===== src/rtl/intc_pkg.sv =====
package intc_pkg;

   localparam int SRC_PER_BANK = 32;

   typedef enum logic [1:0] {
      SEL_EVENT  = 2'd0,
      SEL_ENABLE = 2'd1,
      SEL_ACK    = 2'd2,
      SEL_LEVEL  = 2'd3
   } reg_sel_e;

   // level-type source mask of one bank for a given variant
   function automatic logic [SRC_PER_BANK-1:0] level_mask_f(input int variant, input int bank);
      if (bank != 0) return '0;
      return (variant == 0) ? 32'h3FF0_0000 : 32'h1FF0_0000;
   endfunction

endpackage


===== src/rtl/intc_sync_edge.sv =====
module intc_sync_edge #(
   parameter int WIDTH  = 32,
   parameter int STAGES = 2
) (
   input  logic             clk,
   input  logic             rst,
   input  logic [WIDTH-1:0] din,
   output logic [WIDTH-1:0] sync_q,
   output logic [WIDTH-1:0] rise
);

   initial begin
      assert (STAGES >= 2) else $error("intc_sync_edge: STAGES must be at least 2");
   end

   logic [WIDTH-1:0] stg [STAGES];
   logic [WIDTH-1:0] prev_q;

   always_ff @(posedge clk) begin
      if (rst) begin
         for (int i = 0; i < STAGES; i++) stg[i] <= '0;
         prev_q <= '0;
      end else begin
         stg[0] <= din;
         for (int i = 1; i < STAGES; i++) stg[i] <= stg[i-1];
         prev_q <= stg[STAGES-1];
      end
   end

   assign sync_q = stg[STAGES-1];
   assign rise   = stg[STAGES-1] & ~prev_q;

endmodule


===== src/rtl/intc_bank.sv =====
module intc_bank
   import intc_pkg::*;
#(
   parameter logic [SRC_PER_BANK-1:0] LMASK = '0
) (
   input  logic                    clk,
   input  logic                    rst,
   input  logic                    wr_hit,
   input  reg_sel_e                wr_sel,
   input  logic [SRC_PER_BANK-1:0] wdata,
   input  logic [SRC_PER_BANK-1:0] sync_in,
   input  logic [SRC_PER_BANK-1:0] rise,
   output logic [SRC_PER_BANK-1:0] event_q,
   output logic [SRC_PER_BANK-1:0] enable_q,
   output logic [SRC_PER_BANK-1:0] pending
);

   logic [SRC_PER_BANK-1:0] event_nxt;

   always_comb begin
      event_nxt = event_q;
      if (wr_hit && wr_sel == SEL_ACK) event_nxt = event_nxt & ~wdata;
      // a new edge wins over an ack in the same cycle
      event_nxt = event_nxt | (rise & enable_q & ~LMASK);
   end

   always_ff @(posedge clk) begin
      if (rst) begin
         event_q  <= '0;
         enable_q <= '0;
      end else begin
         event_q <= event_nxt;
         if (wr_hit && wr_sel == SEL_ENABLE) enable_q <= wdata;
      end
   end

   assign pending = (event_q | (sync_in & LMASK)) & enable_q;

endmodule


===== src/rtl/intc_prio.sv =====
module intc_prio #(
   parameter int WIDTH = 64,
   parameter int IW    = $clog2(WIDTH)
) (
   input  logic [WIDTH-1:0] pend,
   output logic             any,
   output logic [IW-1:0]    idx
);

   always_comb begin
      any = 1'b0;
      idx = '0;
      for (int i = 0; i < WIDTH; i++) begin
         if (pend[i]) begin
            any = 1'b1;
            idx = IW'(i);
         end
      end
   end

endmodule


===== src/rtl/intc_edge_level.sv =====
module intc_edge_level
   import intc_pkg::*;
#(
   parameter int NUM_BANKS   = 2,
   parameter int VARIANT     = 0,
   parameter int SYNC_STAGES = 2,
   parameter int CASCADE_EN  = 1,
   parameter int CASCADE_SRC = 24
) (
   input  logic                               clk,
   input  logic                               rst,
   input  logic                               bus_we,
   input  logic [5:0]                         bus_addr,
   input  logic [31:0]                        bus_wdata,
   output logic [31:0]                        bus_rdata,
   input  logic [NUM_BANKS*SRC_PER_BANK-1:0]  src_in,
   input  logic                               casc_in,
   output logic                               cpu_irq,
   output logic                               prio_valid,
   output logic [$clog2(NUM_BANKS*SRC_PER_BANK)-1:0] prio_idx
);

   localparam int NSRC  = NUM_BANKS * SRC_PER_BANK;
   localparam int IDX_W = $clog2(NSRC);
   localparam logic [SRC_PER_BANK-1:0] LMASK0 = level_mask_f(VARIANT, 0);

   initial begin
      assert (NUM_BANKS >= 1 && NUM_BANKS <= 2) else $error("NUM_BANKS must be 1 or 2");
      assert (VARIANT == 0 || VARIANT == 1) else $error("VARIANT must be 0 or 1");
      assert (CASCADE_SRC >= 0 && CASCADE_SRC < NSRC) else $error("CASCADE_SRC out of range");
   end

   logic [NSRC-1:0] src_eff;
   logic [NSRC-1:0] sync_flat;
   logic [NSRC-1:0] rise_flat;
   logic [NSRC-1:0] ev_flat;
   logic [NSRC-1:0] en_flat;
   logic [NSRC-1:0] pend_flat;
   logic            casc_bit;
   logic            any_pend;
   logic [IDX_W-1:0] top_idx;
   reg_sel_e        sel;

   assign casc_bit = (CASCADE_EN != 0) ? casc_in : 1'b0;
   assign sel      = reg_sel_e'(bus_addr[3:2]);

   always_comb begin
      src_eff = src_in;
      src_eff[CASCADE_SRC] = src_in[CASCADE_SRC] | casc_bit;
   end

   intc_sync_edge #(.WIDTH(NSRC), .STAGES(SYNC_STAGES)) u_sync (
      .clk    (clk),
      .rst    (rst),
      .din    (src_eff),
      .sync_q (sync_flat),
      .rise   (rise_flat)
   );

   for (genvar b = 0; b < NUM_BANKS; b++) begin : g_bank
      localparam logic [SRC_PER_BANK-1:0] LM = level_mask_f(VARIANT, b);
      logic hit;
      assign hit = bus_we && (bus_addr[5:4] == 2'(b));

      intc_bank #(.LMASK(LM)) u_bank (
         .clk      (clk),
         .rst      (rst),
         .wr_hit   (hit),
         .wr_sel   (sel),
         .wdata    (bus_wdata),
         .sync_in  (sync_flat[b*SRC_PER_BANK +: SRC_PER_BANK]),
         .rise     (rise_flat[b*SRC_PER_BANK +: SRC_PER_BANK]),
         .event_q  (ev_flat[b*SRC_PER_BANK +: SRC_PER_BANK]),
         .enable_q (en_flat[b*SRC_PER_BANK +: SRC_PER_BANK]),
         .pending  (pend_flat[b*SRC_PER_BANK +: SRC_PER_BANK])
      );
   end

   always_comb begin
      bus_rdata = '0;
      for (int b = 0; b < NUM_BANKS; b++) begin
         if (bus_addr[5:4] == 2'(b)) begin
            case (sel)
               SEL_EVENT:  bus_rdata = ev_flat[b*SRC_PER_BANK +: SRC_PER_BANK];
               SEL_ENABLE: bus_rdata = en_flat[b*SRC_PER_BANK +: SRC_PER_BANK];
               SEL_LEVEL:  bus_rdata = sync_flat[b*SRC_PER_BANK +: SRC_PER_BANK];
               default:    bus_rdata = '0;
            endcase
         end
      end
   end

   intc_prio #(.WIDTH(NSRC), .IW(IDX_W)) u_prio (
      .pend (pend_flat),
      .any  (any_pend),
      .idx  (top_idx)
   );

   always_ff @(posedge clk) begin
      if (rst) begin
         cpu_irq    <= 1'b0;
         prio_valid <= 1'b0;
         prio_idx   <= '0;
      end else begin
         cpu_irq    <= |pend_flat;
         prio_valid <= any_pend;
         prio_idx   <= top_idx;
      end
   end

endmodule


===== config.mk =====
export PLATFORM = sky130hd
export DESIGN_NAME = intc_edge_level
export DESIGN_NICKNAME = d
export VERILOG_FILES = /design/src/rtl/intc_pkg.sv /design/src/rtl/intc_sync_edge.sv /design/src/rtl/intc_bank.sv /design/src/rtl/intc_prio.sv /design/src/rtl/intc_edge_level.sv
export SDC_FILE = /design/constraint.sdc
export NUM_CORES = 1
export LEC_CHECK = 0
export BUFFER_PORTS_ARGS = -buffer_cell sky130_fd_sc_hd__buf_2
export CAP_MARGIN = 20
export CORE_AREA = 2 2 192 194
export CTS_CLUSTER_SIZE = 12
export DETAILED_ROUTE_END_ITERATION = 7
export DIE_AREA = 0 0 194 196
export PLACE_DENSITY = 0.61
export SLEW_MARGIN = 20
export SYNTH_ARGS = -nofsm -noshare
export SYNTH_HDL_FRONTEND = slang
export SYNTH_SLANG_ARGS = --single-unit

===== constraint.sdc =====
create_clock -name clk -period 3 [get_ports clk]
set_clock_uncertainty 0.15 [all_clocks]
set_input_delay 0.6 -clock clk [delete_from_list [all_inputs] [get_ports clk]]
set_output_delay 0.6 -clock clk [all_outputs]
set_load 0.01 [all_outputs]

==> results.sh, run 1 <==
export IMPL_wl_per_cell_um=16.9
export IMPL_drtPass1Iterations=5
export IMPL_grt_pass1_wl_um=55000
export IMPL_hold_depth=2
export IMPL_hp_class="in -> reg"
export IMPL_timing_fmax_mhz=370
export IMPL_drv_slew=0
export IMPL_finalSetupViolations=0
export IMPL_whs_ns=0.135
export IMPL_vias_per_cell=5.07
export IMPL_cellLeakagePower_uw=0.00584
export IMPL_status="finished clean"
export IMPL_worstPathArrival_ns=1.95
export IMPL_post_dp_hpwl_um=23400
export IMPL_grt_pass1_vias=10000
export IMPL_num_antenna_cells=0
export IMPL_clk_path_buf_depth=3
export IMPL_clock_power_share_pct=47.1
export IMPL_p_sw_uw=2050
export IMPL_areaGrowthSynthToFinish_pct=19.3
export IMPL_cts_tree="yes"
export IMPL_drtIter0Drc=690
export IMPL_power_density_mw_per_mm2=618
export IMPL_synthCells=1467
export IMPL_synth_edff_count=0
export IMPL_synth_ff_type="dfxtp_1"
export IMPL_portBuffers=143
export IMPL_gr_total_overflow=0
export IMPL_rows=70
export IMPL_worst_setup_path_type="in -> out"
export IMPL_slew_headroom_pct=55.6
export IMPL_finalHoldViolCount=0
export IMPL_yosys_warnings=0
export IMPL_fin_crit_sh_pct=90.0
export IMPL_path_cells="buf_2 -> nor2b_1 -> or3_1 -> buf_4 -> o22ai_1 -> buf_2"
export IMPL_yosys_top_cells_area="dfxtp_1 51%, nor2b_1 9.3%, nand2_1 8.0%"
export IMPL_rsz0062_at_grt="false"
export IMPL_dr_total_vias=10500
export IMPL_cp_slowest_cell="or3_1"
export IMPL_die_w_um=194
export IMPL_pwr_share_seq_pct=48.0
export IMPL_cts_buffers=36
export IMPL_final_setup_tns_ns=0
export IMPL_start_util_pct=34.4
export IMPL_async_flop_share_pct=0
export IMPL_ys_seq_area_share_pct=51.3
export IMPL_seqCellArea_mm2=0.00637
export IMPL_critPathMaxFanout=16
export IMPL_worstSetupEndpoint="bus_rdata[16]"
export IMPL_crit_top_cell="buf_2"
export IMPL_reg2reg_from="g_bank[0].u_bank.enable_q[9]"
export IMPL_worstRegToRegCells=6
export IMPL_drt_total_wl_um=35100
export IMPL_intPower_uw=7120
export IMPL_antenna_found_initial=2
export IMPL_grt_max_degree=136
export IMPL_yosys_area_top_type="dfxtp_1"
export IMPL_hold_buffers=0
export IMPL_avgSynthCellArea_um2=8.47
export IMPL_critPathMaxStageDelay_ns=0.32
export IMPL_synth_nets=1573
export IMPL_clk_pin_slew_ns=0.06
export IMPL_multi_input_area_mm2=0.00560
export IMPL_grt_util_all_layers_pct=18.0
export IMPL_r2r_end="prio_idx[0]"
export IMPL_yosysUniqueCellTypes=49
export IMPL_swShare_pct=22.3
export IMPL_syn_area_mm2=0.0124
export IMPL_ys_top_cells_by_count="318 x dfxtp_1, 265 x nand2_1, 184 x nor2b_1"
export IMPL_fin_nets=1691
export IMPL_crit_required_ns=2.25
export IMPL_start_kind="primary input"
export IMPL_nFillCells=3679
export IMPL_synth_seq_cells=318
export IMPL_core_area_mm2=0.0361
export IMPL_drv_cap=0
export IMPL_ant_nets=0
export IMPL_critPathCaptureType="primary output"
export IMPL_yosysMostFrequentCell="dfxtp_1"
export IMPL_ff2ff_setup_slack_ns=0.79
export IMPL_synth_top_area_share_pct=51.3
export IMPL_combPwrFrac_pct=4.9
export IMPL_clk_latency_ns=0.52
export IMPL_die_height_um=196
export IMPL_ioPinCount=146
export IMPL_die_area_mm2=0.0380
export IMPL_cts_resized=0
export IMPL_worst_pin_slew_ns=0.666
export IMPL_htreeDepth=2
export IMPL_crit_start="bus_addr[3]"
export IMPL_drive_gt1_share_pct=14.2
export IMPL_fin_crit_ns=2.70
export IMPL_gp_congestion=0.836
export IMPL_root_buffer="clkbuf_16"
export IMPL_remaining_drc_errors=0
export IMPL_cts_sinks=318
export IMPL_postCtsSetupRepairBufs=0
export IMPL_peakVddDrop_mv=0.438
## kinds of logic (layout without fill, tap and decap cells)
group / count (synthesis) / after routing / share of synthesized area [%]
flip-flops: 318 / 318 / 51.3
buffers and inverters: 119 / 261 / 3.77
multiplexers: 64 / 64 / 5.16
AO/OA/AOI/OAI: 304 / 304 / 14.9
AND/OR/NAND/NOR: 662 / 662 / 24.9
## sequential cells by signal, indices dropped and copies added, names as in the netlist
signal / count
prio_valid: 1
cpu_irq: 1
u_sync.stg: 128
g_bank.u_bank.enable_q: 64
u_sync.prev_q: 54
prio_idx: 6
g_bank.u_bank.event_q: 64
## layout by cell type (no fill, tap or decap), drive strengths merged, types with 4 or more instances in the layout
| cell type | n |
|---|---|
| dfxtp | 318 |
| nand2 | 266 |
| nor2b | 184 |
| a21oi | 168 |
| buf | 165 |
| nor2 | 156 |
| mux2i | 64 |
| clkbuf | 50 |
| a32oi | 36 |
| inv | 36 |
| o22ai | 32 |
| o21ai | 18 |
| nand3 | 14 |
| nand2b | 12 |
| a22oi | 12 |
| clkinv | 7 |
| a22o | 7 |
| nand4 | 6 |
| a31oi | 5 |
| or3 | 4 |
| a221oi | 4 |
| a211oi | 4 |
| and2 | 4 |
## metrics by stage
stage,setup WS (ns),cell area [µm²],utilization (%),total power [µW],instances
floorplan,0.541,12400,-,4730,1467
global placement,0.317,13700,37.8,4930,2015
CTS,0.311,14800,41.1,9280,2077
detailed placement,0.312,13700,37.8,4940,2015
finish,0.300,14800,41.1,9170,2077
global route,0.229,14800,41.1,9500,2077
## routing by layer
| metal | global-route usage [%] | wire, µm | up-vias |
|---|---|---|---|
| li1 | - | - | 5159 |
| met1 | 24.3 | 16000 | 4970 |
| met2 | 29.4 | 16000 | 339 |
| met3 | 2.91 | 2140 | 66 |
| met4 | 5.67 | 899 | 4 |
| met5 | 0 | 25 | - |
## power by group through the flow
stage / clock network (µW) / logic, µW / registers (µW)
6_report: 4320 / 450 / 4400
5_1_grt: 4600 / 489 / 4410
4_1_cts: 4430 / 451 / 4400
3_5_place_dp: 0 / 448 / 4490
3_3_place_gp: 0 / 444 / 4490
2_1_floorplan: 0 / 260 / 4470
## worst min path at each step
stage / startpoint / endpoint / slack (ns)
after floorplan: u_sync.stg[0][36] / u_sync.stg[0][100] / 0.26
after detailed placement: u_sync.stg[0][45] / u_sync.stg[0][109] / 0.27
final: src_in[42] / u_sync.stg[0][42] / 0.13
after global placement: u_sync.stg[0][47] / u_sync.stg[0][111] / 0.27
after CTS: src_in[42] / u_sync.stg[0][42] / 0.11
after global routing: src_in[11] / u_sync.stg[0][11] / 0.12
## area by class of cell
cell class / instances / area share (%)
Inverter: 34 / 0.861
Clock buffer: 50 / 7.05
Timing Repair Buffer: 165 / 6.62
Sequential cell: 318 / 43.0
Tap cell: 468 / 3.95
Multi-Input combinational cell: 1030 / 37.8
Clock inverter: 12 / 0.810
## worst max-delay path: cells and delay by family
kind            cells  cell delay [ns]
simple gates        2             0.46
compound gates      1             0.32
buf+inv             3             0.55
Note: power is estimated with default switching activity, not from simulation.
==> inputs of run 2 (changes only) <==
- PLACE_DENSITY: 0.61 -> 0.63
- clock period: 3 -> 2.46 ns (I/O delays scaled with it)
==> run 2 against run 1 <==
Non-clock buffer count increased by 9. Highest routed layer unchanged. Critical path depth unchanged. Combinational power grew 24%. First-iteration DRC count grew 12%. Routed wire length down 0.76%. Register-to-register slack worse by 0.44 ns. Via count is 0.65% higher. Worst setup slack worse by 0.28 ns. Critical endpoint is now bus_rdata[4]. Design area increased by 0.46%. Die area unchanged. Worst hold slack got worse by 0.10 ns. Count of clock-buffer cells in the layout rose by 7.
==> results.sh, run 2 (synthesis results as in run 1) <==
export IMPL_layout_commonest_cell="dfxtp_1"
export IMPL_crit_top_cell="buf_2"
export IMPL_drtPass1Iterations=5
export IMPL_worst_setup_path_type="in -> out"
export IMPL_die_height_um=196
export IMPL_critPathCaptureType="primary output"
export IMPL_setup_ws_ns=0.0230
export IMPL_gp_congestion=0.847
export IMPL_combPwrFrac_pct=5.0
export IMPL_critPathMaxFanout=20
export IMPL_drt_total_wl_um=34800
export IMPL_start_util_pct=34.4
export IMPL_ant_nets=0
export IMPL_die_w_um=194
export IMPL_worst_path_stages=6
export IMPL_hold_path_end="u_sync.stg[0][12]"
export IMPL_hp_start="src_in[12]"
export IMPL_final_setup_tns_ns=0
export IMPL_areaGrowthSynthToFinish_pct=19.9
export IMPL_top_register="u_sync.stg"
export IMPL_busiest_layer="met2"
export IMPL_ioPinCount=146
export IMPL_intPower_uw=8650
export IMPL_met1_usage_pct=24.4
export IMPL_drv_cap=0
export IMPL_power_density_mw_per_mm2=744
export IMPL_pwr_share_seq_pct=48.4
export IMPL_crit_family="buffers and inverters"
export IMPL_whs_ns=0.0345
export IMPL_fin_crit_sh_pct=99.1
export IMPL_drtIter0Drc=772
export IMPL_hp_class="in -> reg"
export IMPL_gr_total_overflow=0
export IMPL_vias_per_cell=5.08
export IMPL_dp_slack_ns=-0.0227
export IMPL_dr_total_vias=10600
export IMPL_cts_tree="yes"
export IMPL_drv_slew=0
export IMPL_fin_nets=1700
export IMPL_clk_pin_slew_ns=0.05
export IMPL_cts_buffers=36
export IMPL_finalSetupViolations=0
export IMPL_stdcell_count=2087
export IMPL_portBuffers=143
export IMPL_reg2reg_from="g_bank[0].u_bank.enable_q[9]"
export IMPL_root_buffer="clkbuf_16"
export IMPL_worst_pin_slew_ns=0.790
export IMPL_status="finished clean"
export IMPL_postCtsSetupRepairBufs=0
export IMPL_rows=70
export IMPL_post_place_cells=2024
export IMPL_drive_gt1_share_pct=14.4
export IMPL_p_sw_uw=2430
export IMPL_worstPathArrival_ns=1.79
export IMPL_finalHoldViolCount=0
export IMPL_grt_pass1_vias=9968
export IMPL_worstRegToRegCells=6
export IMPL_fin_crit_ns=2.44
export IMPL_r2r_end="prio_idx[0]"
export IMPL_grt_pass1_wl_um=54300
export IMPL_critPathMaxStageDelay_ns=0.32
export IMPL_timing_fmax_mhz=410
export IMPL_wl_per_cell_um=16.7
export IMPL_cp_slowest_cell="or3_1"
export IMPL_htreeDepth=2
export IMPL_remaining_drc_errors=0
export IMPL_post_dp_hpwl_um=23600
export IMPL_grt_util_all_layers_pct=17.9
export IMPL_core_area_mm2=0.0361
export IMPL_cellLeakagePower_uw=0.00586
export IMPL_clk_latency_ns=0.52
export IMPL_rsz0062_at_grt="true"
export IMPL_layout_common_cells="318 x dfxtp_1, 265 x nand2_1, 184 x nor2b_1"
export IMPL_crit_required_ns=1.82
export IMPL_hold_depth=2
export IMPL_cts_sinks=318
export IMPL_use_met2_pct=28.0
export IMPL_path_buf_inv=3
export IMPL_ff2ff_setup_slack_ns=0.35
export IMPL_clk_path_buf_depth=3
export IMPL_antenna_found_initial=4
export IMPL_grt_max_degree=99
export IMPL_die_area_mm2=0.0380
export IMPL_final_area_mm2=0.0149
export IMPL_path_cells="buf_2 -> nor2b_1 -> or3_1 -> buf_4 -> o22ai_1 -> buf_2"
export IMPL_placedInstanceArea_mm2=0.0137
export IMPL_peakVddDrop_mv=0.675
export IMPL_clock_power_share_pct=46.6
export IMPL_slew_headroom_pct=47.4
export IMPL_met3_usage_pct=3.25
export IMPL_swShare_pct=21.9
export IMPL_reg_top3="u_sync.stg (128), g_bank.u_bank.enable_q (64), g_bank.u_bank.event_q (64)"
export IMPL_largest_register_ffs=128
export IMPL_start_kind="primary input"
[run 2: layout make-up]
cell class | count | area [µm²]
timing repair buffer | 174 | 1050
fill | 3614 | 21200
multi-input combinational | 1030 | 5620
inverter | 34 | 128
sequential | 318 | 6370
clock buffer | 57 | 1090
antenna | 3 | 7.51
tap | 468 | 586
clock inverter | 3 | 48.8
[run 2: worst max path at each step]
stage	start	to
6_report	bus_addr[3]	bus_rdata[4]
3_3_place_gp	bus_addr[3]	bus_rdata[1]
3_5_place_dp	bus_addr[3]	bus_rdata[1]
2_1_floorplan	bus_addr[2]	bus_rdata[23]
4_1_cts	bus_addr[3]	bus_rdata[9]
5_1_grt	bus_addr[3]	bus_rdata[25]
[run 2: stage by stage]
| step | power (µW) | utilization (%) |
|---|---|---|
| floorplan | 5760 | - |
| finish | 11100 | 41.3 |
| CTS | 11200 | 41.2 |
| global route | 11500 | 41.3 |
| detailed placement | 6030 | 38.0 |
| global placement | 6020 | 38.0 |
[run 2: timing repair]
| action | in CTS | in global routing |
|---|---|---|
| endpoints found under the hold margin | 0 | 0 |
| setup endpoints to repair | 1 | 8 |
| gates resized for setup | 1 | 2 |
| hold buffers | 0 | 0 |
[run 2: power by group through the flow]
stage                     Sequential, µW  Combinational (µW)  Clock [µW]
after floorplan                     5450                 317           0
after global placement              5470                 548           0
after detailed placement            5470                 556           0
after CTS                           5360                 559        5310
after global routing                5370                 605        5510
final                               5360                 557        5160
[run 2: metal layers]
layer	share of wire (%)	vias to the layer above
li1	-	5184
met1	46	4990
met2	45	360
met3	6.3	71
met4	2.8	2
met5	0.037	-
